### config.mk
export PLATFORM = sky130hd
export DESIGN_NAME = ret_addr_stack
export DESIGN_NICKNAME = d
export VERILOG_FILES = /design/src/rtl/ras_pkg.sv /design/src/rtl/ras_ptr.sv /design/src/rtl/ras_store.sv /design/src/rtl/ras_regif.sv /design/src/rtl/ret_addr_stack.sv
export SDC_FILE = /design/constraint.sdc
export NUM_CORES = 1
export LEC_CHECK = 0
export BUFFER_PORTS_ARGS = -buffer_cell sky130_fd_sc_hd__clkbuf_2
export CORE_MARGIN = 4
export CORE_UTILIZATION = 62
export DETAILED_ROUTE_END_ITERATION = 7
export HOLD_SLACK_MARGIN = 0.06
export PLACE_DENSITY = 0.78
export SLEW_MARGIN = 15
export SYNTH_ARGS = -nofsm -noshare
export SYNTH_HDL_FRONTEND = slang
export SYNTH_HIERARCHICAL = 1
export SYNTH_SLANG_ARGS = --single-unit
export TNS_END_PERCENT = 100
### constraint.sdc
create_clock -name clk -period 10.11 [get_ports clk]
set_input_delay 0.5055 -clock clk [delete_from_list [all_inputs] [get_ports clk]]
set_output_delay 0.5055 -clock clk [all_outputs]
set_load 0.1 [all_outputs]
### src/rtl/ras_pkg.sv
// Package for the return-address stack.
// Holds the register-select encoding shared by the register window and the top module.
package ras_pkg;
    // Register window select codes (fixed encoding, see R6/R9)
    typedef enum logic [1:0] {
        SEL_TOS_LO  = 2'd0,
        SEL_TOS_MID = 2'd1,
        SEL_TOS_HI  = 2'd2,
        SEL_PTR     = 2'd3
    } reg_sel_e;
endpackage

### src/rtl/ras_ptr.sv
// Stack pointer for the return-address stack.
// Steps up on a push and down on a pop; push wins over pop. A load sets it directly.
// Assumes the caller never raises ld together with push or pop.
module ras_ptr #(
    parameter int PTR_W = 5
) (
    input  logic             clk,
    input  logic             rst_n,
    input  logic             push,
    input  logic             pop,
    input  logic             ld,
    input  logic [PTR_W-1:0] ld_val,
    output logic [PTR_W-1:0] ptr
);
    localparam logic [PTR_W-1:0] ONE  = PTR_W'(1);
    localparam logic [PTR_W-1:0] TOPV = {PTR_W{1'b1}};

    // Update the pointer: reset, push step, pop step or direct load
    always_ff @(posedge clk) begin
        if (!rst_n)    ptr <= '0;
        else if (push) ptr <= ptr + ONE;
        else if (pop)  ptr <= ptr - ONE;
        else if (ld)   ptr <= ld_val;
    end

    p_reset_ptr_r1: assert property (@(posedge clk) !rst_n |=> (ptr == '0));
    p_push_inc_r2: assert property (@(posedge clk) disable iff (!rst_n)
        push |=> (ptr == $past(ptr) + ONE));
    p_pop_dec_r3: assert property (@(posedge clk) disable iff (!rst_n)
        (pop && !push) |=> (ptr == $past(ptr) - ONE));
    p_wrap_up_r4: assert property (@(posedge clk) disable iff (!rst_n)
        (push && ptr == TOPV) |=> (ptr == '0));
    p_wrap_down_r4: assert property (@(posedge clk) disable iff (!rst_n)
        (pop && !push && ptr == '0) |=> (ptr == TOPV));
    p_push_wins_r5: assert property (@(posedge clk) disable iff (!rst_n)
        (push && pop) |=> (ptr != $past(ptr) - ONE));
    p_load_r9: assert property (@(posedge clk) disable iff (!rst_n)
        (ld && !push && !pop) |=> (ptr == $past(ld_val)));
    p_hold_r9: assert property (@(posedge clk) disable iff (!rst_n)
        (!ld && !push && !pop) |=> $stable(ptr));
endmodule

### src/rtl/ras_store.sv
// Entry storage for the return-address stack: one flop word per slot.
// One write port and one combinational read port. Reset clears every slot.
module ras_store #(
    parameter int ADDR_W = 21,
    parameter int PTR_W  = 5
) (
    input  logic              clk,
    input  logic              rst_n,
    input  logic              we,
    input  logic [PTR_W-1:0]  waddr,
    input  logic [ADDR_W-1:0] wdata,
    input  logic [PTR_W-1:0]  raddr,
    output logic [ADDR_W-1:0] rdata
);
    localparam int DEPTH = 1 << PTR_W;

    logic [ADDR_W-1:0] mem [DEPTH];

    // Clear all slots on reset, else write the addressed slot
    always_ff @(posedge clk) begin
        if (!rst_n) begin
            for (int s = 0; s < DEPTH; s++) mem[s] <= '0;
        end else if (we) begin
            mem[waddr] <= wdata;
        end
    end

    // Combinational read of the selected slot
    assign rdata = mem[raddr];

    p_write_lands_r2: assert property (@(posedge clk) disable iff (!rst_n)
        we |=> (mem[$past(waddr)] == $past(wdata)));
endmodule

### src/rtl/ras_regif.sv
// Byte register window over the top entry and the pointer.
// Reads out the selected byte or the pointer. Also builds the entry value for a byte write:
// the old entry with one byte replaced, cut to the entry width.
// Assumes PTR_W <= BYTE_W and an entry of at most three bytes.
module ras_regif
    import ras_pkg::*;
#(
    parameter int ADDR_W = 21,
    parameter int PTR_W  = 5,
    parameter int BYTE_W = 8
) (
    input  reg_sel_e          sel,
    input  logic [ADDR_W-1:0] tos,
    input  logic [PTR_W-1:0]  ptr,
    input  logic [BYTE_W-1:0] wdata,
    output logic [BYTE_W-1:0] rdata,
    output logic [ADDR_W-1:0] merged
);
    // Read mux: pointer zero-extended, or one byte of the entry
    always_comb begin
        rdata = '0;
        if (sel == SEL_PTR) begin
            rdata[PTR_W-1:0] = ptr;
        end else begin
            for (int k = 0; k < BYTE_W; k++) begin
                if (int'(sel) * BYTE_W + k < ADDR_W)
                    rdata[k] = tos[int'(sel) * BYTE_W + k];
            end
        end
    end

    // Byte replace: bits in the selected byte come from wdata, the rest from tos
    always_comb begin
        for (int i = 0; i < ADDR_W; i++) begin
            if (i / BYTE_W == int'(sel)) merged[i] = wdata[i % BYTE_W];
            else                         merged[i] = tos[i];
        end
    end
endmodule

### src/rtl/ret_addr_stack.sv
// Return-address stack top level.
// Push/pop ring of 2**PTR_W entries of ADDR_W bits, plus a byte register window on the
// top entry and the pointer. Priority: push, then pop, then register write.
// A register write that shares a cycle with a push or pop is dropped.
module ret_addr_stack
    import ras_pkg::*;
#(
    parameter int ADDR_W = 21,
    parameter int PTR_W  = 5,
    parameter int BYTE_W = 8
) (
    input  logic              clk,
    input  logic              rst_n,
    input  logic              push_i,
    input  logic              pop_i,
    input  logic [ADDR_W-1:0] push_addr_i,
    output logic [ADDR_W-1:0] tos_o,
    input  logic [1:0]        reg_sel_i,
    input  logic              reg_wr_i,
    input  logic [BYTE_W-1:0] reg_wdata_i,
    output logic [BYTE_W-1:0] reg_rdata_o
);
    localparam int HI_LSB = 2 * BYTE_W;
    localparam int HI_W   = ADDR_W - HI_LSB;

    reg_sel_e          sel;
    logic [PTR_W-1:0]  ptr;
    logic              wr_ok, ptr_ld, tos_wr, st_we;
    logic [PTR_W-1:0]  st_waddr;
    logic [ADDR_W-1:0] st_wdata, merged;

    assign sel = reg_sel_e'(reg_sel_i);

    // Register write only when no stack operation is in the same cycle
    assign wr_ok  = reg_wr_i && !push_i && !pop_i;
    assign ptr_ld = wr_ok && (sel == SEL_PTR);
    assign tos_wr = wr_ok && (sel != SEL_PTR);

    // Write port: a push goes one slot above the pointer, a byte write goes into the top slot
    assign st_we    = push_i || tos_wr;
    assign st_waddr = push_i ? ptr + PTR_W'(1) : ptr;
    assign st_wdata = push_i ? push_addr_i : merged;

    ras_ptr #(.PTR_W(PTR_W)) u_ptr (
        .clk(clk), .rst_n(rst_n), .push(push_i), .pop(pop_i),
        .ld(ptr_ld), .ld_val(reg_wdata_i[PTR_W-1:0]), .ptr(ptr)
    );

    ras_store #(.ADDR_W(ADDR_W), .PTR_W(PTR_W)) u_store (
        .clk(clk), .rst_n(rst_n), .we(st_we), .waddr(st_waddr),
        .wdata(st_wdata), .raddr(ptr), .rdata(tos_o)
    );

    ras_regif #(.ADDR_W(ADDR_W), .PTR_W(PTR_W), .BYTE_W(BYTE_W)) u_regif (
        .sel(sel), .tos(tos_o), .ptr(ptr), .wdata(reg_wdata_i),
        .rdata(reg_rdata_o), .merged(merged)
    );

    p_reset_tos_r1: assert property (@(posedge clk) !rst_n |=> (tos_o == '0));
    p_push_top_r2: assert property (@(posedge clk) disable iff (!rst_n)
        push_i |=> (tos_o == $past(push_addr_i)));
    p_push_pop_r3: assert property (@(posedge clk) disable iff (!rst_n)
        (push_i ##1 (pop_i && !push_i)) |=> (tos_o == $past(tos_o, 2)));
    p_lo_byte_r7: assert property (@(posedge clk) disable iff (!rst_n)
        (wr_ok && sel == SEL_TOS_LO) |=>
        (tos_o[BYTE_W-1:0] == $past(reg_wdata_i)) &&
        (tos_o[ADDR_W-1:BYTE_W] == $past(tos_o[ADDR_W-1:BYTE_W])));
    p_hi_cut_r8: assert property (@(posedge clk) disable iff (!rst_n)
        (wr_ok && sel == SEL_TOS_HI) |=>
        (tos_o[ADDR_W-1:HI_LSB] == $past(reg_wdata_i[HI_W-1:0])) &&
        (tos_o[HI_LSB-1:0] == $past(tos_o[HI_LSB-1:0])));
    p_ptr_read_r9: assert property (@(posedge clk) disable iff (!rst_n)
        (sel == SEL_PTR) |-> (reg_rdata_o[BYTE_W-1:PTR_W] == '0));
endmodule

Word level (Yosys, flattened, before mapping)
Memory sizes are Yosys's and may differ from the RTL's. A register that Yosys moved wholly into a read port is not among the register bits.
Index checks and enable logic that the tools add are counted.
{ "totals": {"register_bits": 5, "ramBits": 672, "out_inout_bits": 29, "word_cells": 109, "memories": 1} }
{ "memory_table": {"columns": ["name", "depth", "width", "rd", "rd_clocked_by_memory_dff", "wr", "line", "rtl"], "rows": [
  ["u_store.mem", 32, 21, 1, 1, 32, "ras_store.sv:17", "logic [ADDR_W-1:0] mem [DEPTH];"]
]} }
{ "classes": {"addsub": 9, "order_cmp": 16, "eq_ne": 4, "muxes": 68, "reduce_logical": 10} }
{ "op_table": {"columns": ["op", "n"], "rows": [
  ["$lt A32 B7 Y1 const B", 7],
  ["$lt A32 B6 Y1 const B", 6],
  ["$mux W1", 49],
  ["$mux W21", 2],
  ["$mux W5", 8],
  ["$bmux W1 S5", 7],
  ["$add A5 B3 Y6 const B", 4],
  ["$reduce_or A21 Y1", 1],
  ["$add A5 B2 Y6 const B", 2],
  ["$add A5 B1 Y6 const B", 1],
  ["$lt A5 B6 Y1 const B", 1],
  ["$lt A6 B5 Y1 const B", 1],
  ["$add A5 B1 Y5 const B", 1],
  ["$lt A5 B5 Y1 const B", 1],
  ["$sub A5 B1 Y5 const B", 1],
  ["$eq A2 B2 Y1 const A", 2],
  ["$logic_and A1 B1 Y1", 4],
  ["$mux W3", 1],
  ["$reduce_bool A3 Y1", 1],
  ["$bmux W1 S2", 1],
  ["$eq A2 B2 Y1 const B", 1],
  ["$logic_not A1 Y1", 2],
  ["$logic_not A2 Y1", 1],
  ["$ne A2 B2 Y1 const B", 1],
  ["$logic_or A1 B1 Y1", 1]
]} }

Depth between registers and ports, before layout
{ "logic_depth": {"word_depth": 10, "depth_mapped": 12, "mapped_depth_nobuf": 8} }

By module
Netlist, hierarchy kept.
{ "modules_own_cells": {"columns": ["module", "n_inst", "cells_per_inst", "area_per_inst_um2", "seq_area_each_um2"], "rows": [
  ["ras_store", 1, 2303, 31148.6, 20179.4],
  ["ret_addr_stack", 1, 37, 446.7, 0.0],
  ["ras_regif", 1, 38, 441.7, 0.0],
  ["ras_ptr", 1, 49, 387.9, 100.1]
]} }

Least setup slack after synthesis
Ideal clock, no wire load.
{ "synth_path": {"path_kind": "reg2out", "start": "register u_ptr/ptr[1] (netlist name)", "end": "output port reg_rdata_o[5]", "t_arrival_ns": 3.703, "t_required_ns": 9.605, "slack_ns": 5.902, "stages_incl_launch_ff": 11, "path_cell_list": "dfxtp_1 > buf_2 > buf_6 > buf_4 > buf_4 > mux2i_1 > a22oi_1 > nand3_1 > nand3_1 > mux2i_1 > nor2_1"} }
{ "synth_lines": {"columns": ["element", "line", "rtl"], "rows": [
  ["end: declaration", "ret_addr_stack.sv:21", "output logic [BYTE_W-1:0] reg_rdata_o"]
]} }

==> results by group <==
Clock network
  – Clock slew at reported path FFs: 0.06 ns
  – Cts repair resizes: 0
  – Clock root cell: clkbuf_16
  – Post-CTS setup buffers: 0
  – Maximum root-to-sink buffer count: 3
  – Post-CTS Hold Buffers: 0
  – Inserted Clock Buffers: 68
  – Clock Sinks: 677
  – Htree depth: 3
  – CTS tree: done
  – Worst-Skew Late Latency: 0.61 ns

Synth
  – Commonest cells in the synthesized netlist: and2_1 (673), edfxtp_1 (672), mux2i_1 (339), clkbuf_1 (134), a22oi_1 (84)
  – Post-synth EDFFs: 672
  – Top post-synthesis cells by area: edfxtp_1 (62%), and2_1 (13%), mux2i_1 (10%)
  – Count of cell types in the netlist: 49
  – Syn Inst Count: 2,427
  – Syn_nets: 2,466
  – Syn. warnings: 6
  – Top FF cell, synth: edfxtp_1
  – Cell taking the most area after synthesis: edfxtp_1
  – Syn Area/Cell: 13.36 um^2
  – Cell with the most instances after synthesis: and2_1
  – Synthesized area: 32,420 um^2
  – Seq/Total Area, Yosys: 0.6254
  – Synth Register Bits: 677
  – Post-synth top area share: 0.6223
  – Async set or reset register ratio after synthesis: 0

Finish
  – Fin util: 0.6863
  – Layout area overhead: 9.026%
  – Nets: 2,437
  – Multi-input logic area: 11,240 um^2
  – Design area: 35,350 um^2
  – Layout cells sized above 1: 0.1280
  – FF/Latch Area: 20,280 um^2
  – Fillers: 3,495

Setup path
  – Worst reg2reg path endpoint: u_store/mem[27][18]
  – Crit Path Class: flip-flop to primary output
  – Worst r2r src: u_ptr/ptr[1]
  – Worst path arrival time: 5.12 ns
  – Crit Path Max Fanout: 65
  – Critical Path Start Type: flip-flop
  – Flop2flop setup slack: 5.27 ns
  – Critical Path RT: 9.60 ns
  – Critical Path Sink Type: primary output
  – R2R depth: 10

Timing
  – Rel. slew slack: 0.1782
  – Post-Route Setup TNS: 0 ns
  – Fin crit period: 5.628 ns
  – Worst-Margin Slew: 1.233 ns
  – Final Cycle Share: 0.5567
  – Max-slew violation count: 0
  – Final hold vios: 0
  – # setup viols final: 0
  – RSZ-0062 raised after global routing: no
  – FMAX: 177.7 MHz
  – Hold_ws: 0.3158 ns
  – Clock skew: 0.03031 ns

Floorplan
  – Die W: 236.7 um
  – Core area: 51,510 um^2
  – Die area: 56,020 um^2
  – Row cnt: 83
  – IO Pins: 65
  – Chip height: 236.7 um
  – Initial Utilization: 0.6295

Detailed routing
  – Initial DRC Count: 2,783
  – DR DRC count: 0
  – WL final: 86,890 um
  – Via count: 20.17k
  – Via/cell ratio: 6.447
  – Pre-antenna DRT Iters: 6
  – DRT antenna net count: 0
  – Wirelength per Cell: 27.78 um

Global route
  – Gr ovfl total: 0
  – Number of antenna violations at the first check in global routing: 4
  – Largest net degree at the start of global routing: 142
  – First-pass GRT wire length: 126,200 um
  – Vias in the first global route: 19.54k
  – Overall routing resource usage: 0.3026

Pwr
  – LEAKAGE: 12.90 nW
  – VDD IR max: 0.1199 mV
  – PwrDens: 195.1 nW/um^2

Place
  – Placed wire-length estimate: 52,260 um
  – Cell Area, Placed: 33,180 um^2
  – Routability congestion estimate: 0.9147
  – Port buffer count: 64

Run
  – MaxCap Viol Count: 0

Run status
  – Status: finished, final reports clean

Worst hold path
  – Min-delay src: reg_wdata_i[0]
  – Hold endpoint: u_ptr/ptr[0]
  – Hold depth: 3
  – Path type of the worst min-delay path: input pin to flip-flop
==> worst max-delay path by stage <==
| stage | startpoint | endpoint | slack [ns] | cells past startpoint |
|---|---|---|---|---|
| floorplan | u_ptr/ptr[1] | reg_rdata_o[5] | 5.90 | 10 |
| global placement | u_ptr/ptr[1] | reg_rdata_o[4] | 5.30 | 8 |
| detailed placement | u_ptr/ptr[1] | reg_rdata_o[4] | 5.23 | 8 |
| CTS | u_ptr/ptr[1] | reg_rdata_o[4] | 4.60 | 9 |
| global route | u_ptr/ptr[1] | reg_rdata_o[4] | 4.52 | 8 |
| finish | u_ptr/ptr[2] | reg_rdata_o[4] | 4.48 | 8 |
==> cell usage in the layout, fill, tap and decap left out, types with 14 or more instances in the layout <==
master	instances
a21oi_1	48
a22o_1	42
a22oi_1	84
a31oi_1	22
and2_1	672
buf_4	65
clkbuf_1	16
clkbuf_16	73
clkbuf_2	64
clkinv_1	18
edfxtp_1	672
mux2_2	29
mux2_4	14
mux2i_1	339
nand2_1	50
nand3_1	45
nand4_1	24
nor2_1	32
nor3_1	21
o21ai_2	24
==> cells by family (layout without fill, tap and decap cells) <==
| logic type | count (synthesis) | count (layout) | share of synthesized area |
|---|---|---|---|
| AND/OR/NAND/NOR | 880 | 880 | 0.1620 |
| flip-flops | 677 | 677 | 0.6254 |
| multiplexers | 387 | 387 | 0.1247 |
| AO/OA/AOI/OAI | 239 | 239 | 0.05016 |
| buffers and inverters | 234 | 252 | 0.03469 |
| XOR/XNOR | 7 | 7 | 0.001891 |
| adder cells (fa/ha/maj) | 3 | 3 | 0.001158 |
| other | 0 | 3 | 0 |
==> report_power, final <==
part	switching (mW)	internal [mW]	leakage, nW	total (mW)
combinational	0.933	0.290	4.88	1.22
sequential	0.0420	3.20	7.00	3.24
clock	1.02	1.41	1.02	2.43
total	2.00	4.90	12.9	6.90
==> state kept, by name, indices dropped and copies added (netlist names) <==
signal / flops
u_store/mem: 672
u_ptr/ptr: 5
==> final cells by class <==
cell class                 count  share of cell area
tap                          680             0.02407
inverter                       4           0.0004247
clock inverter                28            0.006335
timing repair buffer         131             0.02386
multi-input combinational   1516              0.3180
sequential                   677              0.5738
clock buffer                  89             0.05337
antenna                        3           0.0002124
==> through the flow <==
| step | total power, mW | instances | setup WS (ns) |
|---|---|---|---|
| after CTS | 6.895 | 3124 | 4.604 |
| after detailed placement | 4.497 | 3007 | 5.230 |
| after global routing | 7.076 | 3125 | 4.518 |
| after floorplan | 4.105 | 2427 | 5.902 |
| after global placement | 4.473 | 3007 | 5.299 |
| final | 6.898 | 3128 | 4.482 |
==> critical path, cell delays in order (launching register included) <==
cell      delay (ns)
dfxtp_1         0.78
nor2b_4         0.65
buf_4           0.77
a22o_1          0.28
nor3_1          0.12
a31oi_1         0.46
nand3_1         0.35
mux4_2          0.59
clkbuf_2        0.40
==> per-layer routing <==
metal	global-route usage	wire [um]	vias to the layer above
met4	0.1136	3064	2
met5	0	9	-
li1	-	-	8719
met3	0.07664	9721	180
met1	0.4136	32940	10070
met2	0.4748	41160	1192
No activity file was read; power rests on OpenSTA's default activity.
